`src/rtl/wdog_pkg.sv`:
```
package wdog_pkg;
    typedef enum logic [1:0] {
        ST_WATCH = 2'd0,
        ST_FIRE  = 2'd1,
        ST_OFF   = 2'd2
    } wd_state_t;

    localparam logic [1:0] SEL_LONG  = 2'b00;
    localparam logic [1:0] SEL_MID   = 2'b01;
    localparam logic [1:0] SEL_SHORT = 2'b10;
    localparam logic [1:0] SEL_OFF   = 2'b11;
endpackage

```
`src/rtl/wd_limit_sel.sv`:
```
module wd_limit_sel #(
    parameter int TICKS_LONG  = 14,
    parameter int TICKS_MID   = 6,
    parameter int TICKS_SHORT = 2,
    parameter int CNT_W       = 4
) (
    input  logic [1:0]       sel,
    output logic [CNT_W-1:0] last_cnt,
    output logic             enabled
);
    import wdog_pkg::*;

    localparam logic [CNT_W-1:0] LAST_LONG  = CNT_W'(TICKS_LONG - 1);
    localparam logic [CNT_W-1:0] LAST_MID   = CNT_W'(TICKS_MID - 1);
    localparam logic [CNT_W-1:0] LAST_SHORT = CNT_W'(TICKS_SHORT - 1);

    always_comb begin
        enabled  = 1'b1;
        last_cnt = LAST_LONG;
        unique case (sel)
            SEL_LONG:  last_cnt = LAST_LONG;
            SEL_MID:   last_cnt = LAST_MID;
            SEL_SHORT: last_cnt = LAST_SHORT;
            SEL_OFF: begin
                last_cnt = '0;
                enabled  = 1'b0;
            end
        endcase
    end
endmodule

```
`src/rtl/wd_tick_cnt.sv`:
```
module wd_tick_cnt #(
    parameter int CNT_W = 4
) (
    input  logic             clk,
    input  logic             rst_n,
    input  logic             clr,
    input  logic             inc,
    output logic [CNT_W-1:0] count
);
    always_ff @(posedge clk or negedge rst_n) begin
        if (!rst_n) begin
            count <= '0;
        end else if (clr) begin
            count <= '0;
        end else if (inc) begin
            count <= count + 1'b1;
        end
    end
endmodule

```
`src/rtl/wd_pulse_cnt.sv`:
```
module wd_pulse_cnt #(
    parameter int PULSE_LEN = 4
) (
    input  logic clk,
    input  logic rst_n,
    input  logic run,
    output logic done
);
    localparam int PW = (PULSE_LEN < 2) ? 1 : $clog2(PULSE_LEN);
    localparam logic [PW-1:0] LAST = PW'(PULSE_LEN - 1);

    logic [PW-1:0] cnt;

    always_ff @(posedge clk or negedge rst_n) begin
        if (!rst_n) begin
            cnt <= '0;
        end else if (!run || done) begin
            cnt <= '0;
        end else begin
            cnt <= cnt + 1'b1;
        end
    end

    assign done = run && (cnt == LAST);
endmodule

```
`src/rtl/bus_watchdog.sv`:
```
module bus_watchdog #(
    parameter int TICKS_LONG  = 14,
    parameter int TICKS_MID   = 6,
    parameter int TICKS_SHORT = 2,
    parameter int PULSE_LEN   = 4
) (
    input  logic       clk,
    input  logic       rst_n,
    input  logic       bus_act,
    input  logic       tick,
    input  logic [1:0] wd_sel,
    input  logic       low_supply,
    output logic       wd_rst,
    output logic       wd_rst_n
);
    import wdog_pkg::*;

    localparam int MAX_A = (TICKS_LONG > TICKS_MID) ? TICKS_LONG : TICKS_MID;
    localparam int MAX_T = (MAX_A > TICKS_SHORT) ? MAX_A : TICKS_SHORT;
    localparam int CNT_W = $clog2(MAX_T + 1);

    wd_state_t        state_q, state_d;
    logic [1:0]       sel_q;
    logic             sel_chg;
    logic [CNT_W-1:0] elapsed;
    logic [CNT_W-1:0] last_cnt;
    logic             enabled;
    logic             pulse_done;
    logic             expire;
    logic             cnt_clr;
    logic             firing;

    wd_limit_sel #(
        .TICKS_LONG (TICKS_LONG),
        .TICKS_MID  (TICKS_MID),
        .TICKS_SHORT(TICKS_SHORT),
        .CNT_W      (CNT_W)
    ) u_limit (
        .sel     (wd_sel),
        .last_cnt(last_cnt),
        .enabled (enabled)
    );

    assign sel_chg = (wd_sel != sel_q);
    assign firing  = (state_q == ST_FIRE);

    // Expiry: last tick lands with no restart cause in the same cycle.
    assign expire = (state_q == ST_WATCH) && enabled && tick && !bus_act
                    && !sel_chg && !low_supply && (elapsed == last_cnt);

    assign cnt_clr = (state_q != ST_WATCH) || !enabled || bus_act
                     || sel_chg || low_supply || expire;

    wd_tick_cnt #(
        .CNT_W(CNT_W)
    ) u_ticks (
        .clk  (clk),
        .rst_n(rst_n),
        .clr  (cnt_clr),
        .inc  (tick),
        .count(elapsed)
    );

    wd_pulse_cnt #(
        .PULSE_LEN(PULSE_LEN)
    ) u_pulse (
        .clk  (clk),
        .rst_n(rst_n),
        .run  (firing),
        .done (pulse_done)
    );

    // State register
    always_ff @(posedge clk or negedge rst_n) begin
        if (!rst_n) begin
            state_q <= ST_WATCH;
            sel_q   <= SEL_LONG;
        end else begin
            state_q <= state_d;
            sel_q   <= wd_sel;
        end
    end

    // Next-state logic
    always_comb begin
        state_d = state_q;
        unique case (state_q)
            ST_WATCH: begin
                if (!enabled)    state_d = ST_OFF;
                else if (expire) state_d = ST_FIRE;
            end
            ST_FIRE: begin
                if (pulse_done) state_d = enabled ? ST_WATCH : ST_OFF;
            end
            ST_OFF: begin
                if (enabled) state_d = ST_WATCH;
            end
            default: state_d = ST_WATCH;
        endcase
    end

    // Outputs
    always_comb begin
        wd_rst   = firing || low_supply;
        wd_rst_n = !(firing || low_supply);
    end
endmodule

```
`config.mk`:
```
export PLATFORM = sky130hd
export DESIGN_NAME = bus_watchdog
export DESIGN_NICKNAME = d
export VERILOG_FILES = /design/src/rtl/wdog_pkg.sv /design/src/rtl/wd_limit_sel.sv /design/src/rtl/wd_tick_cnt.sv /design/src/rtl/wd_pulse_cnt.sv /design/src/rtl/bus_watchdog.sv
export SDC_FILE = /design/constraint.sdc
export NUM_CORES = 1
export LEC_CHECK = 0
export CAP_MARGIN = 20
export CORE_MARGIN = 2
export CORE_UTILIZATION = 29
export DETAILED_ROUTE_END_ITERATION = 6
export PLACE_DENSITY = 0.55
export SYNTH_ARGS = -nofsm -noshare
export SYNTH_HDL_FRONTEND = slang
export SYNTH_SLANG_ARGS = --single-unit
```
`constraint.sdc`:
```
create_clock -name clk -period 2.09 [get_ports clk]
set_input_delay 0.418 -clock clk [delete_from_list [all_inputs] [get_ports clk]]
set_output_delay 0.418 -clock clk [all_outputs]
set_load 0.02 [all_outputs]
```
**After elaboration in Yosys (flattened, before gate mapping)**

Index checks and enable logic that the tools add are counted.

- Register bits after elaboration: 10
- Bits of input ports: 7
- Output and inout bits: 2
- Logic and storage cells: 52

- Add/sub/neg operators: 2
- Equality and inequality tests: 11
- Mux-type cells: 11
- Reduce and logical (&&, ||, !) cells: 24

Operator list:

| operator | count |
|---|---|
| 4-bit case mux with 4 select lines | 1 |
| 2-bit 2-to-1 mux | 6 |
| 2-bit == test (second input constant) | 4 |
| 4-bit 2-to-1 mux | 2 |
| 1-bit logical AND | 7 |
| 1-bit logical OR | 7 |
| 2-bit case mux with 3 select lines | 1 |
| 1-bit logical NOT | 5 |
| 4-bit by 1-bit adder with 4-bit output (second input constant) | 1 |
| 2-bit by 1-bit == test with 1-bit output (second input constant) | 2 |
| 4-bit == test | 1 |
| 2-bit logical NOT | 2 |
| 2-bit nonzero test | 2 |
| 3-bit by 2-bit != test with 1-bit output (second input constant) | 1 |
| 3-bit AND reduction | 1 |
| 2-bit by 1-bit adder with 2-bit output (second input constant) | 1 |
| 2-bit by 1-bit != test with 1-bit output (second input constant) | 1 |
| 2-bit != test | 1 |
| 2-bit != test (second input constant) | 1 |
| 1-bit 2-to-1 mux | 1 |

**Longest topological paths before layout**

Gate-level depths: netlist of the first run.

- Depth in word-level cells: 11
- Depth in mapped cells: 4
- Depth with buffers taken out: 4

**By module**

From an unflattened synthesis of the first run, not the netlist that was laid out.

- Cell total of the unflattened synthesis: 51
- Area total of the unflattened synthesis: 558.0 um^2

Modules (own cells, without submodules):

| module | times used | cells each | area an instance (um^2) | seq. area each (um^2) |
|---|---|---|---|---|
| bus_watchdog | 1 | 23 | 244.0 | 100.1 |
| wd_tick_cnt | 1 | 16 | 192.7 | 100.1 |
| wd_pulse_cnt | 1 | 6 | 91.3 | 50.0 |
| wd_limit_sel | 1 | 6 | 30.0 | 0.0 |

**Worst setup path before layout of the first run**

OpenSTA, ideal clock, no wires.

- Kind: register to output
- Start: register state_q[1]
- End: output wd_rst_n
- Data arrival time: 0.877 ns
- Required time: 1.672 ns
- Slack: 0.795 ns
- Cell stages (with the launch flop): 4
- Buffers on the path: 0
- Path through: dfrtp_1 nand2b_1 nand2b_1 inv_1

- Word-level cells in the longest chain between the ends: 3

RTL lines:

| item | line | text |
|---|---|---|
| start: declaration | bus_watchdog.sv:22 | `wd_state_t state_q, state_d;` |
| start signal: assignment | bus_watchdog.sv:79 | `state_q <= state_d;` |
| 2-bit by 1-bit == test with 1-bit output | bus_watchdog.sv:45 | `assign firing = (state_q == ST_FIRE);` |
| 1-bit logical OR | - |  |
| net wd_rst | bus_watchdog.sv:13 | `output logic wd_rst,` |
| 1-bit logical NOT | bus_watchdog.sv:105 | `wd_rst_n = !(firing \|\| low_supply);` |
| end: declaration | bus_watchdog.sv:14 | `output logic wd_rst_n` |

The timed path passes the listed nets, and every way through them passes these cells.

**Worst setup path in the final report of the first run**

- Start: input low_supply
- End: output wd_rst

- Word-level cells in the longest chain between the ends: 1

RTL lines:

| item | line | text |
|---|---|---|
| start: declaration | bus_watchdog.sv:12 | `input logic low_supply,` |
| 1-bit logical OR | bus_watchdog.sv:104 | `wd_rst = firing \|\| low_supply;` |
| end: declaration | bus_watchdog.sv:13 |  |

Every way passes these cells.

==> results.tsv, run 1 <==
stage	metric	value	unit
global_routing	grt_pass1_wl	1570	microns
worst_setup_path	timing.rr.end	u_ticks.count[1]	
cts	cts_buffers	3	
power	intPower	327	uW
placed_design	place.gp.congestion	0.669	
yosys	synth_fp_nets	54	
power	p_clk_share	42.2	%
cts	htreeDepth	1	
worst_setup_path	end_kind	output port	
timing	fmax	491	MHz
routing	vias	383	
timing	fin_skew	0.00608	ns
hold_path	holdCritStartpoint	u_pulse.cnt[0]	
worst_setup_path	cp.required	1.67	ns
cts	cts_setup_buffers	0	
routing	routedWlPerCell	11.4	microns
cts	cts_tree	done	
global_routing	grt_pass1_vias	338	
cells_and_area	fin_nets	67	
timing	tightest_slew	0.462	ns
cts	clk-insertion-delay-late	0.27	ns
die	dieHeight	46.4	microns
yosys	ys_warn_count	0	
yosys	synthTopCellsByArea	dfrtp_1 (48%), xnor2_1 (8.4%), a211oi_1 (5.8%)	
run	max-cap-violations	0	
timing	finalWorstPathRequiredPeriod	2.04	ns
die	initial_core_util	30.5	%
cts	root_buffer	clkbuf_4	
timing	tns	0	ns
placed_design	dp_hpwl	697	microns
run_status	status	finished, final reports clean	
worst_setup_path	worst-r2r-cell-count	3	
global_routing	grt_overflow	0	
yosys	ys_seq_area_share	48.1	%
worst_setup_path	path_class	primary input to output port	
timing	slew_headroom	69.1	%
die	io_pins	9	
global_routing	grt.total_usage	11.2	%
power	total_leakage_power	0.000298	uW
power	p_seq_share	46.6	%
yosys	ys_types	22	
yosys	avgSynthCellArea	11.6	sq um
worst_setup_path	worstPathMaxFanout	2	
global_routing	grt_max_degree	11	
yosys	synthArstFlopShare	100	%
power	power_density	638	nW/um^2
timing	setup_viol	0	
yosys	synth_edf_count	0	
yosys	ys.flop_type	dfrtp_1	
routing	wl	938	microns
die	die_area	2150	sq um
timing	finalCritPeriodShare	97.5	%
placed_design	place_ws	0.0326	ns
worst_setup_path	r2r_start	state_q[0]	
yosys	synth.largest_area_cell	dfrtp_1	
routing	drt-initial-drc-count	7	
hold_path	holdPathEnd	u_pulse.cnt[0]	
yosys	synth_commonest_cells	dfrtp_1 (10), xnor2_1 (5), a211oi_1 (4), nand2b_1 (4)	
worst_setup_path	start_kind	primary input	
power	power_switching_share	23.6	%
power	combPwrFrac	11.3	%
power	p_sw	101	uW
timing	drv_slew	0	
hold_path	hold_class	register to register	
yosys	synth.most_common_cell	dfrtp_1	
timing	finalHoldViolations	0	
hold_path	holdPathStages	1	
placed_design	port_buffers	8	
cts	cts_sinks	10	
timing	rsz0062_at_grt	false	
worst_setup_path	crit_arrival	1.62	ns
yosys	yosysTopAreaCellShare	48.1	%
global_routing	antenna_found_initial	0	
routing	drc	0	
yosys	synth_area	520	sq um
cts	clk_pin_slew	0.07	ns
cells_and_area	drive_gt1_share	10.5	%
die	fp-row-count	15	
cells_and_area	area_growth	28.8	%
routing	drt-pass1-iter-count	4	
worst_setup_path	r2r_slack	0.69	ns
cells_and_area	num_antenna_cells	0	
routing	via_per_inst	4.67	
yosys	synth-seq-cells	10	
timing	setup_slack	0.0528	ns
cts	cts_buffer_depth	2	
die	dieWidth	46.4	microns
power	vdd_drop_max	0.361	mV
yosys	synthCells	45	
routing	drtAntennaViolNets	0	
die	core	1710	sq um
==> routing by layer <==
layer  global-route usage, %  routed length, microns  vias up
li1                        -                       -      189
met1                    15.3                     504      180
met2                    13.3                     352       10
met3                    5.88                      55        4
met4                    6.86                      25        0
met5                       0                       0        -
==> power groups by stage <==
stage | Sequential, uW | Combinational, uW | Clock, uW
final | 199 | 48.2 | 180
after global routing | 200 | 53.2 | 192
after CTS | 199 | 48.9 | 181
after detailed placement | 203 | 48.7 | 0
after global placement | 203 | 48.5 | 0
after floorplan | 203 | 22.9 | 0
==> sequential cells by signal, indices dropped and copies added, names as in the netlist <==
name           flops
sel_q              2
u_pulse.cnt        2
state_q            2
u_ticks.count      4
==> cell type report <==
| type | count | area (sq um) |
|---|---|---|
| clock buffers | 4 | 36.3 |
| fillers | 164 | 1040 |
| inverters | 2 | 7.51 |
| multi-input cells | 33 | 263 |
| flip-flops and latches | 10 | 250 |
| well taps | 25 | 31.3 |
| repair buffers | 8 | 82.6 |
==> placed cells by master (no fill, tap or decap), types with 2 or more instances in the layout <==
master           count
nor2_1               2
xnor2_1              5
inv_1                2
a211oi_1             4
dfrtp_1             10
nand2_1              2
clkbuf_4             3
nand2b_1             4
clkdlybuf4s50_1      7
ha_1                 2
==> stage by stage <==
| stage | std cells | hold WS, ns | instance area, sq um | utilization (%) | total power, uW |
|---|---|---|---|---|---|
| detailed placement | 78 | 0.440 | 632 | 37.0 | 252 |
| global route | 82 | 0.453 | 671 | 39.3 | 445 |
| global placement | 78 | 0.429 | 632 | 37.0 | 251 |
| finish | 82 | 0.441 | 671 | 39.3 | 428 |
| CTS | 82 | 0.449 | 668 | 39.1 | 429 |
| floorplan | 45 | 0.122 | 520 | - | 225 |
==> critical path, cell delays in order <==
cell	delay [ns]
clkdlybuf4s50_1	0.47
nand2b_1	0.12
clkdlybuf4s50_1	0.60
==> kinds of logic after synthesis <==
group | count (synthesis) | share of synthesized area [%]
compound gates | 11 | 19.5
flops | 10 | 48.1
mux | 1 | 1.92
xor+xnor | 6 | 10.1
fa+ha+maj | 2 | 4.81
buf+inv | 2 | 1.44
simple gates | 13 | 14.2
==> worst max-delay path by stage <==
stage,slack [ns],endpoint,startpoint
floorplan,0.79,wd_rst_n,state_q[1]
global placement,0.05,wd_rst_n,low_supply
detailed placement,0.03,wd_rst_n,low_supply
CTS,0.03,wd_rst_n,low_supply
global route,0.003,wd_rst,low_supply
finish,0.05,wd_rst,low_supply
==> what timing repair did <==
| action | in CTS | in global routing |
|---|---|---|
| hold buffers | 0 | 0 |
| endpoints found under the setup margin | 0 | 1 |
| resized for setup | 0 | 1 |
Note: power is estimated with default switching activity, not from simulation.
==> inputs of run 2 (changes only) <==
Clock period 2.09 ns to 2.4 ns, I/O delays scaled along.
==> run 2 against run 1 <==
  * Utilization is 0.15 points lower
  * Clock skew grew 0.0021 ns
  * Cell count stayed put
  * Routed wire length down 2.1%
  * First-iteration DRC count stayed put
  * Hold slack lost 0.00053 ns
==> results.tsv, run 2 (synthesis gave the netlist of run 1 again) <==
stage	metric	value	unit
run_status	status	finished, final reports clean	
cells_and_area	num_antenna_cells	0	
worst_setup_path	start_kind	primary input	
power	power_switching_share	23.4	%
hold_path	hold_class	register to register	
cts	cts_tree	done	
power	p_sw	86.9	uW
global_routing	antenna_found_initial	0	
timing	tightest_slew	0.479	ns
worst_setup_path	end_kind	output port	
hold_path	holdPathEnd	u_pulse.cnt[0]	
cts	clk_pin_slew	0.06	ns
cells_and_area	top_register	u_ticks.count	
routing	drt-pass1-iter-count	4	
timing	fin_skew	0.00817	ns
power	p_clk_share	42.0	%
die	initial_core_util	30.5	%
global_routing	grt_pass1_wl	1570	microns
cells_and_area	drive_gt1_share	10.5	%
cells_and_area	fillerInstances	165	
cts	htreeDepth	1	
worst_setup_path	worstPathMaxFanout	2	
timing	finalCritPeriodShare	90.8	%
placed_design	dp_hpwl	697	microns
power	intPower	285	uW
global_routing	grt_busiest_layer	met1	
cts	cts-hold-fix-buffers	0	
routing	wl	918	microns
hold_path	holdPathStages	1	
cells_and_area	fin_nets	67	
timing	finalHoldViolations	0	
die	dieWidth	46.4	microns
cells_and_area	final_common_cell	dfrtp_1	
worst_setup_path	r2r_start	state_q[0]	
placed_design	place.gp.congestion	0.669	
timing	tns	0	ns
hold_path	holdCritStartpoint	u_pulse.cnt[0]	
cells_and_area	multiInputGateArea	263	sq um
die	core	1710	sq um
routing	vias	382	
power	total_leakage_power	0.000288	uW
worst_setup_path	path_class	primary input to output port	
cts	cts_sinks	10	
global_routing	grt_max_degree	11	
global_routing	use_met1	15.3	%
cts	cts_buffers	3	
routing	via_per_inst	4.66	
worst_setup_path	cp.required	1.92	ns
worst_setup_path	worst-r2r-cell-count	3	
routing	routedWlPerCell	11.2	microns
cts	post_cts_resized	0	
cts	clk-insertion-delay-late	0.28	ns
power	p_seq_share	46.7	%
cts	cts_buffer_depth	2	
global_routing	use_met3	5.88	%
routing	drc	0	
timing	rsz0062_at_grt	false	
worst_setup_path	crit_arrival	1.70	ns
timing	fmax	459	MHz
global_routing	grt.total_usage	11.2	%
worst_setup_path	timing.rr.end	u_ticks.count[1]	
timing	slew_headroom	68.0	%
global_routing	grtUsageMet2	13.3	%
routing	drt-initial-drc-count	7	
timing	setup_viol	0	
power	combPwrFrac	11.3	%
cells_and_area	final_util	39.1	%
power	vdd_drop_max	0.314	mV
cts	root_buffer	clkbuf_4	
routing	drtAntennaViolNets	0	
placed_design	port_buffers	8	
cells_and_area	ff_latch_area	250	sq um
cells_and_area	largest_reg_flops	4	
run	max-cap-violations	0	
timing	finalWorstPathRequiredPeriod	2.18	ns
die	die_area	2150	sq um
global_routing	grt_overflow	0	
die	fp-row-count	15	
global_routing	grt_pass1_vias	338	
power	power_density	556	nW/um^2
cells_and_area	final_cell_mix	dfrtp_1 (10), clkdlybuf4s50_1 (8), xnor2_1 (5), nand2b_1 (4), a211oi_1 (4)	
die	dieHeight	46.4	microns
cells_and_area	area_growth	28.4	%
die	io_pins	9	
timing	drv_slew	0	
cts	cts_setup_buffers	0	
worst_setup_path	r2r_slack	1.00	ns
-- run 2: worst max-delay path by stage --
stage / slack, ns / end / start / depth (start not counted)
2_1_floorplan: 1.02 / wd_rst_n / low_supply / 2
3_3_place_gp: 0.24 / wd_rst_n / low_supply / 4
3_5_place_dp: 0.22 / wd_rst_n / low_supply / 4
4_1_cts: 0.21 / wd_rst_n / low_supply / 4
5_1_grt: 0.16 / wd_rst_n / low_supply / 4
6_report: 0.22 / wd_rst_n / low_supply / 4
-- run 2: critical path, stage by stage --
cell             delay (ns)
clkdlybuf4s50_1        0.42
nand2b_1               0.16
inv_1                  0.05
clkdlybuf4s50_1        0.59
-- run 2: layout make-up --
cell class	count	share of cell area (%)
clock buffers	4	5.43
inverters	2	1.12
multi-input cells	33	39.3
flip-flops and latches	10	37.5
well taps	25	4.68
repair buffers	8	12.0
-- run 2: through the flow --
stage | instance area [sq um] | power, uW | cells | worst slack, ns | hold slack (ns)
global route | 668 | 388 | 82 | 0.158 | 0.453
CTS | 668 | 374 | 82 | 0.213 | 0.449
global placement | 632 | 219 | 78 | 0.240 | 0.429
finish | 668 | 372 | 82 | 0.222 | 0.440
floorplan | 520 | 196 | 45 | 1.02 | 0.184
detailed placement | 632 | 219 | 78 | 0.219 | 0.440
-- run 2: metal layers --
metal / vias up / routed length [microns]
li1: 188 / -
met1: 180 / 476
met2: 10 / 362
met3: 4 / 53
met4: 0 / 25
met5: - / 0
-- run 2: power groups by stage --
stage / combinational (uW) / clock [uW] / sequential [uW]
global route: 46.4 / 167 / 174
CTS: 42.6 / 158 / 173
global placement: 42.2 / 0 / 177
floorplan: 19.9 / 0 / 176
finish: 42.2 / 156 / 173
detailed placement: 42.4 / 0 / 177
